<file path="src/rtl/pld_ctl_pkg.sv">
package pld_ctl_pkg;
  typedef enum logic {
    STORE_FUSE = 1'b0,
    STORE_SIG  = 1'b1
  } store_sel_e;
endpackage

</file>
<file path="src/rtl/pld_rst_sync.sv">
module pld_rst_sync (
  input  logic clk,
  input  logic rst_n,
  output logic rst_sync_n
);
  logic stage1_q;
  logic stage2_q;

  always_ff @(posedge clk or negedge rst_n) begin
    if (!rst_n) begin
      stage1_q <= 1'b0;
      stage2_q <= 1'b0;
    end else begin
      stage1_q <= 1'b1;
      stage2_q <= stage1_q;
    end
  end

  assign rst_sync_n = stage2_q;
endmodule

</file>
<file path="src/rtl/pld_holdoff.sv">
module pld_holdoff #(
  parameter int HOLDOFF_CYC = 12
) (
  input  logic clk,
  input  logic rst_n,
  input  logic por,
  output logic clk_ok
);
  localparam int CNT_W = (HOLDOFF_CYC < 1) ? 1 : $clog2(HOLDOFF_CYC + 1);
  localparam logic [CNT_W-1:0] CNT_LOAD = CNT_W'(HOLDOFF_CYC);

  logic [CNT_W-1:0] cnt_q;
  logic [CNT_W-1:0] cnt_nxt;

  always_comb begin
    cnt_nxt = cnt_q;
    if (por) begin
      cnt_nxt = CNT_LOAD;
    end else if (cnt_q != '0) begin
      cnt_nxt = cnt_q - 1'b1;
    end
  end

  always_ff @(posedge clk or negedge rst_n) begin
    if (!rst_n) begin
      cnt_q <= CNT_LOAD;
    end else begin
      cnt_q <= cnt_nxt;
    end
  end

  assign clk_ok = (cnt_q == '0);

  generate
    if (HOLDOFF_CYC > 0) begin : g_chk
      assert_holdoff_restart_R2: assert property (
        @(posedge clk) disable iff (!rst_n) por |=> !clk_ok
      );
    end
  endgenerate
endmodule

</file>
<file path="src/rtl/pld_mc_regs.sv">
module pld_mc_regs #(
  parameter int NREG = 8
) (
  input  logic            clk,
  input  logic            rst_n,
  input  logic            por,
  input  logic            pre_go,
  input  logic [NREG-1:0] pre_val,
  input  logic            clk_ok,
  input  logic            clk_en,
  input  logic [NREG-1:0] d_in,
  output logic [NREG-1:0] q
);
  logic [NREG-1:0] q_nxt;
  logic            cap_go;

  assign cap_go = clk_ok && clk_en;

  always_comb begin
    q_nxt = q;
    if (por) begin
      q_nxt = '0;
    end else if (pre_go) begin
      q_nxt = pre_val;
    end else if (cap_go) begin
      q_nxt = d_in;
    end
  end

  for (genvar gi = 0; gi < NREG; gi++) begin : g_cell
    always_ff @(posedge clk or negedge rst_n) begin
      if (!rst_n) begin
        q[gi] <= 1'b0;
      end else begin
        q[gi] <= q_nxt[gi];
      end
    end
  end

  assert_por_clears_R1: assert property (
    @(posedge clk) disable iff (!rst_n) por |=> (q == '0)
  );
  assert_holdoff_blocks_R2: assert property (
    @(posedge clk) disable iff (!rst_n) (!clk_ok && !por && !pre_go) |=> $stable(q)
  );
  assert_preload_loads_R4: assert property (
    @(posedge clk) disable iff (!rst_n) (pre_go && !por) |=> (q == $past(pre_val))
  );
endmodule

</file>
<file path="src/rtl/pld_cfg_store.sv">
module pld_cfg_store
  import pld_ctl_pkg::*;
#(
  parameter int FUSE_WORDS = 16,
  parameter int SIG_BYTES  = 8,
  parameter int WORD_W     = 8,
  parameter int ADDR_W     = 4
) (
  input  logic              clk,
  input  logic              rst_n,
  input  logic              sec_prog,
  input  logic              erase,
  input  logic              pre_req,
  input  logic              wr_en,
  input  logic              wr_sel,
  input  logic [ADDR_W-1:0] wr_addr,
  input  logic [WORD_W-1:0] wr_data,
  input  logic              rd_en,
  input  logic              rd_sel,
  input  logic [ADDR_W-1:0] rd_addr,
  output logic              secured,
  output logic              rd_valid,
  output logic [WORD_W-1:0] rd_data,
  output logic              rej_err
);
  localparam int SIG_AW = (SIG_BYTES < 2) ? 1 : $clog2(SIG_BYTES);
  localparam logic [ADDR_W:0] FUSE_LIM = (ADDR_W + 1)'(FUSE_WORDS);

  logic [WORD_W-1:0] fuse_mem [FUSE_WORDS];
  logic [WORD_W-1:0] fuse_nxt [FUSE_WORDS];
  logic [WORD_W-1:0] sig_mem  [SIG_BYTES];
  logic [WORD_W-1:0] sig_nxt  [SIG_BYTES];
  logic              sec_nxt;
  logic              rd_valid_nxt;
  logic [WORD_W-1:0] rd_data_nxt;
  logic              err_nxt;

  store_sel_e wsel;
  store_sel_e rsel;
  logic       wr_fuse_hit;
  logic       rd_fuse_hit;
  logic [SIG_AW-1:0] wr_sig_idx;
  logic [SIG_AW-1:0] rd_sig_idx;

  assign wsel        = store_sel_e'(wr_sel);
  assign rsel        = store_sel_e'(rd_sel);
  assign wr_fuse_hit = ({1'b0, wr_addr} < FUSE_LIM);
  assign rd_fuse_hit = ({1'b0, rd_addr} < FUSE_LIM);
  assign wr_sig_idx  = wr_addr[SIG_AW-1:0];
  assign rd_sig_idx  = rd_addr[SIG_AW-1:0];

  always_comb begin
    sec_nxt = secured;
    if (erase) begin
      sec_nxt = 1'b0;
    end else if (sec_prog) begin
      sec_nxt = 1'b1;
    end

    for (int i = 0; i < FUSE_WORDS; i++) begin
      fuse_nxt[i] = erase ? '0 : fuse_mem[i];
    end
    if (!erase && wr_en && (wsel == STORE_FUSE) && !secured && wr_fuse_hit) begin
      fuse_nxt[wr_addr] = wr_data;
    end

    for (int i = 0; i < SIG_BYTES; i++) begin
      sig_nxt[i] = sig_mem[i];
    end
    if (wr_en && (wsel == STORE_SIG)) begin
      sig_nxt[wr_sig_idx] = wr_data;
    end

    rd_valid_nxt = rd_en;
    rd_data_nxt  = '0;
    if (rd_en) begin
      if (rsel == STORE_SIG) begin
        rd_data_nxt = sig_mem[rd_sig_idx];
      end else if (!secured && rd_fuse_hit) begin
        rd_data_nxt = fuse_mem[rd_addr];
      end
    end

    err_nxt = secured && ((rd_en && (rsel == STORE_FUSE)) ||
                          (wr_en && (wsel == STORE_FUSE)) ||
                          pre_req);
  end

  always_ff @(posedge clk or negedge rst_n) begin
    if (!rst_n) begin
      secured  <= 1'b0;
      rd_valid <= 1'b0;
      rd_data  <= '0;
      rej_err  <= 1'b0;
    end else begin
      secured  <= sec_nxt;
      rd_valid <= rd_valid_nxt;
      rd_data  <= rd_data_nxt;
      rej_err  <= err_nxt;
    end
  end

  for (genvar gw = 0; gw < FUSE_WORDS; gw++) begin : g_fuse
    always_ff @(posedge clk or negedge rst_n) begin
      if (!rst_n) begin
        fuse_mem[gw] <= '0;
      end else begin
        fuse_mem[gw] <= fuse_nxt[gw];
      end
    end
  end

  for (genvar gs = 0; gs < SIG_BYTES; gs++) begin : g_sig
    always_ff @(posedge clk or negedge rst_n) begin
      if (!rst_n) begin
        sig_mem[gs] <= '0;
      end else begin
        sig_mem[gs] <= sig_nxt[gs];
      end
    end
  end

  assert_fuse_sticky_R7: assert property (
    @(posedge clk) disable iff (!rst_n) (!sec_prog && !erase) |=> $stable(secured)
  );
  assert_fuse_sets_R7: assert property (
    @(posedge clk) disable iff (!rst_n) (sec_prog && !erase) |=> secured
  );
  assert_erase_unlocks_R10: assert property (
    @(posedge clk) disable iff (!rst_n) erase |=> !secured
  );
  assert_read_refused_R8: assert property (
    @(posedge clk) disable iff (!rst_n)
      (rd_en && (rd_sel == 1'b0) && secured) |=> (rd_valid && rej_err && (rd_data == '0))
  );
  assert_read_valid_R5: assert property (
    @(posedge clk) disable iff (!rst_n) rd_en |=> rd_valid
  );
  assert_no_spurious_err_R9: assert property (
    @(posedge clk) disable iff (!rst_n) !secured |=> !rej_err
  );
endmodule

</file>
<file path="src/rtl/pld_ctl_top.sv">
module pld_ctl_top #(
  parameter int NREG        = 8,
  parameter int FUSE_WORDS  = 16,
  parameter int SIG_BYTES   = 8,
  parameter int WORD_W      = 8,
  parameter int HOLDOFF_CYC = 12,
  parameter int ADDR_W      = (FUSE_WORDS < 2) ? 1 : $clog2(FUSE_WORDS)
) (
  input  logic              clk,
  input  logic              rst_n,
  input  logic              por_req,
  input  logic              clk_en,
  input  logic [NREG-1:0]   d_in,
  input  logic              pre_en,
  input  logic [NREG-1:0]   pre_val,
  input  logic              wr_en,
  input  logic              wr_sel,
  input  logic [ADDR_W-1:0] wr_addr,
  input  logic [WORD_W-1:0] wr_data,
  input  logic              rd_en,
  input  logic              rd_sel,
  input  logic [ADDR_W-1:0] rd_addr,
  input  logic              sec_prog,
  input  logic              erase,
  output logic [NREG-1:0]   q,
  output logic [NREG-1:0]   out_n,
  output logic              secured,
  output logic              rd_valid,
  output logic [WORD_W-1:0] rd_data,
  output logic              rej_err
);
  logic rst_int_n;
  logic clk_ok;
  logic pre_req;
  logic pre_go;

  assign pre_req = pre_en && !por_req;
  assign pre_go  = pre_req && !secured;

  pld_rst_sync u_rst_sync (
    .clk        (clk),
    .rst_n      (rst_n),
    .rst_sync_n (rst_int_n)
  );

  pld_holdoff #(
    .HOLDOFF_CYC (HOLDOFF_CYC)
  ) u_holdoff (
    .clk    (clk),
    .rst_n  (rst_int_n),
    .por    (por_req),
    .clk_ok (clk_ok)
  );

  pld_mc_regs #(
    .NREG (NREG)
  ) u_mc_regs (
    .clk     (clk),
    .rst_n   (rst_int_n),
    .por     (por_req),
    .pre_go  (pre_go),
    .pre_val (pre_val),
    .clk_ok  (clk_ok),
    .clk_en  (clk_en),
    .d_in    (d_in),
    .q       (q)
  );

  pld_cfg_store #(
    .FUSE_WORDS (FUSE_WORDS),
    .SIG_BYTES  (SIG_BYTES),
    .WORD_W     (WORD_W),
    .ADDR_W     (ADDR_W)
  ) u_cfg_store (
    .clk      (clk),
    .rst_n    (rst_int_n),
    .sec_prog (sec_prog),
    .erase    (erase),
    .pre_req  (pre_req),
    .wr_en    (wr_en),
    .wr_sel   (wr_sel),
    .wr_addr  (wr_addr),
    .wr_data  (wr_data),
    .rd_en    (rd_en),
    .rd_sel   (rd_sel),
    .rd_addr  (rd_addr),
    .secured  (secured),
    .rd_valid (rd_valid),
    .rd_data  (rd_data),
    .rej_err  (rej_err)
  );

  assign out_n = ~q;

  assert_out_inverts_R1: assert property (
    @(posedge clk) disable iff (!rst_int_n) out_n == ~q
  );
endmodule

</file>
<file path="config.mk">
export PLATFORM = sky130hd
export DESIGN_NAME = pld_ctl_top
export DESIGN_NICKNAME = d
export VERILOG_FILES = /design/src/rtl/pld_ctl_pkg.sv /design/src/rtl/pld_rst_sync.sv /design/src/rtl/pld_holdoff.sv /design/src/rtl/pld_mc_regs.sv /design/src/rtl/pld_cfg_store.sv /design/src/rtl/pld_ctl_top.sv
export SDC_FILE = /design/constraint.sdc
export NUM_CORES = 1
export LEC_CHECK = 0
export BUFFER_PORTS_ARGS = -buffer_cell sky130_fd_sc_hd__buf_2
export CAP_MARGIN = 20
export CORE_UTILIZATION = 50
export CTS_BUF_LIST = sky130_fd_sc_hd__clkbuf_2
export CTS_CLUSTER_DIAMETER = 120
export DETAILED_ROUTE_END_ITERATION = 7
export PLACE_DENSITY = 0.65
export SYNTH_ARGS = -nofsm -noshare
export SYNTH_HDL_FRONTEND = slang
export SYNTH_SLANG_ARGS = --single-unit
</file>
<file path="constraint.sdc">
create_clock -name clk -period 7.57 [get_ports clk]
set_input_delay 1.1355 -clock clk [delete_from_list [all_inputs] [get_ports clk]]
set_output_delay 1.1355 -clock clk [all_outputs]
set_load 0.01 [all_outputs]
</file>
==> results.md <==
- Run status: complete, no violations
- Root Buffer: clkbuf_2
- Die area: 21,500 µm²
- Drt first pass iters: 6
- Synthesized area: 10,500 µm²
- Post-Synthesis Cells: 872
- Seq. cell area: 5440 µm²
- Area leader, netlist: dfrtp_1
- Clk_skew: 52.1 ps
- LEAKAGE: 5.70 nW
- DRT Wirelength: 26,200 µm
- I/O Buffers: 69
- Die Span X: 147 µm
- Final worst setup slack: 4900 ps
- Clock Latency Late Sink: 840 ps
- TritonCTS clock tree: yes
- Placed cell count: 1,163
- WP data arrival: 1540 ps
- Most used flip-flop cell after synthesis: dfrtp_1
- Critical path launch point type: register
- Clk sink count: 217
- Crit path max-delay family: flip-flops
- Post-synthesis sequential area ratio: 51.9%
- Clock Tree Buf Depth: 3
- Core area: 20,400 µm²
- Synth area leaders: dfrtp_1 51%, mux2i_1 10%, mux4_2 8.6%
- Vias in the first global route: 7,293
- Total negative slack: 0 ps
- Post-synth cell types: 43
- Largest net degree at the start of global routing: 130
- First-pass GRT wire length: 41,200 µm
- Area of the multi-input gates: 4690 µm²
- Max_slew headroom: 30.3%
- Peak supply drop: 0.114 mV
- Critical-path maximum fanout: 7
- Tmin final: 2670 ps
- Asr flop ratio synth: 100%
- YS warnings: 0
- Share of the synthesized area in the top cell type: 51.4%
- Crit path cell chain: buf_2
- Worst hold slack: 344 ps
- Post-route DRC: 0
- Count leader, synth: dfrtp_1
- Number of CTS-inserted buffers: 56
- Fmax: 374 MHz
- Total power: 2.35 mW
- Syn Area/Cell: 12.0 µm²
- H-tree Lvls: 2
- Filler Cells Inserted: 1,769
- Layout Nets: 997
- Share of post-route cells with drive strength above 1: 28.6%
- Crit. End Element: output pin
- Clk slew on worst S/H paths: 100 ps
- Slew @ Worst Pin: 1050 ps
- DR iter-0 viols: 512
- Vias/cell: 5.58
- Placement Rows: 52
- Final Hold Vio Count: 0
- Post-CTS setup buffers: 0
- Synth-to-layout area growth: 9.64%
- Detail Placement HPWL: 16,500 µm
- RSZ-0062 raised after global routing: no
- Crit path kind: reg2out
- CP required: 6430 ps
- Initial core utilization: 51.4%
- Initial antenna violation count: 1
- Hold Path Class: reg2async
- Grt ovf: 0
- Routed Antenna Nets: 0
- Dpl ws: 4390 ps
- Critical path's largest stage delay: 510 ps
- Yosys reg bits: 217
- Max-slew violations: 0
- Mapped Nets: 917
- Fin cells: 1,259
- Period utilization: 35.3%
- Max-cap viol count: 0
- Num ports: 70
- Gr usage total: 25.4%
- Slowest library cell on the worst path: dfrtp_1
- Post-synth EDFFs: 0
- Buf/Inv on CP: 1
- PwrDens: 205 nW/µm²
- Final setup viols: 0
- Die height: 147 µm
- Mean routed wirelength per cell: 20.8 µm
- RePlAce Congestion: 0.839
- DR vias: 7,026
- List of most frequent post-synthesis cells: 215 x dfrtp_1, 130 x nand2b_1, 104 x mux2i_1
[cell type report]
class / count / share of cell area [%]
Clock buffer: 87 / 3.80
Clock inverter: 6 / 0.196
Tap cell: 270 / 2.95
Timing Repair Buffer: 83 / 3.95
Sequential cell: 217 / 47.4
Antenna cell: 2 / 0.0436
Inverter: 23 / 0.753
Multi-Input combinational cell: 571 / 40.9
[layout by cell type (no fill, tap or decap), types with 9 or more instances in the layout]
| cell | synthesis | layout |
|---|---|---|
| buf_2 | 12 | 69 |
| mux4_2 | 40 | 40 |
| o21ai_0 | 61 | 61 |
| buf_4 | 0 | 13 |
| dfrtp_1 | 215 | 214 |
| nand2b_1 | 130 | 130 |
| o31ai_1 | 9 | 9 |
| clkbuf_2 | 0 | 87 |
| nand2_1 | 73 | 73 |
| mux2i_1 | 104 | 104 |
| nand3_1 | 9 | 9 |
| mux2_2 | 48 | 48 |
| inv_1 | 23 | 23 |
| nor2_1 | 15 | 15 |
[through the flow]
stage | area [µm²] | util [%]
2_1_floorplan | 10500 | -
3_3_place_gp | 11000 | 54.0
3_5_place_dp | 11000 | 54.0
4_1_cts | 11500 | 56.3
5_1_grt | 11500 | 56.3
6_report | 11500 | 56.3
[per-layer routing]
metal,global-route usage [%],up-vias,routed length [µm]
met5,0,-,0
met4,9.22,0,558
met3,5.06,46,1620
met2,39.3,225,12500
met1,35.6,3511,11500
li1,-,3244,-
[registers in the layout, indices dropped and copies added (netlist names)]
signal and flops:
u_cfg_store.fuse_mem 128, u_cfg_store.sig_mem 64, u_cfg_store.rd_data 8, u_mc_regs.q 8, u_holdoff.cnt_q 4, u_cfg_store.rd_valid 1
u_cfg_store.rej_err 1, u_cfg_store.secured 1, u_rst_sync.rst_sync_n 1, u_rst_sync.stage1_q 1
[path summary, 6_finish.rpt]
check	startpoint	end	slack, ps	cells after the start
setup / recovery	u_cfg_store.secured$_DFFE_PN0P_	secured	4900	1
hold / removal	u_rst_sync.rst_sync_n$_DFF_PN0_	u_cfg_store.fuse_mem[61]$_DFF_PN0_	340	0
setup reg to reg	u_cfg_store.secured$_DFFE_PN0P_	u_cfg_store.fuse_mem[33]$_DFF_PN0_	5150	3
hold reg to reg	u_rst_sync.rst_sync_n$_DFF_PN0_	u_cfg_store.fuse_mem[61]$_DFF_PN0_	340	0
max in group asynchronous	u_rst_sync.rst_sync_n$_DFF_PN0_	u_cfg_store.fuse_mem[36]$_DFF_PN0_	5410	2
min in group clk	u_rst_sync.stage1_q$_DFF_PN0_	u_rst_sync.rst_sync_n$_DFF_PN0_	350	0
[what timing repair did]
| item | in CTS | in global routing |
|---|---|---|
| gates resized for setup | 0 | 0 |
| hold endpoints to repair | 2 | 0 |
| hold buffers | 1 | 0 |
[cell families (layout without fill, tap and decap cells)]
logic type / after synthesis / in the layout / share of synthesized area, %
DFF: 217 / 217 / 51.9
xor gates and xnor gates: 1 / 1 / 0.0837
adders and majority gates: 2 / 2 / 0.239
buffers and inverters: 84 / 199 / 3.30
and+or+nand+nor: 265 / 265 / 14.1
AOI/OAI and AO/OA: 110 / 110 / 6.54
muxes: 192 / 192 / 23.7
other: 1 / 3 / 0.0359
[report_power, final]
| part | switching [mW] | internal, mW |
|---|---|---|
| clock | 0.465 | 0.297 |
| combinational | 0.149 | 0.134 |
| sequential | 0.0552 | 1.25 |
Power figures use the tool's default switching activity.
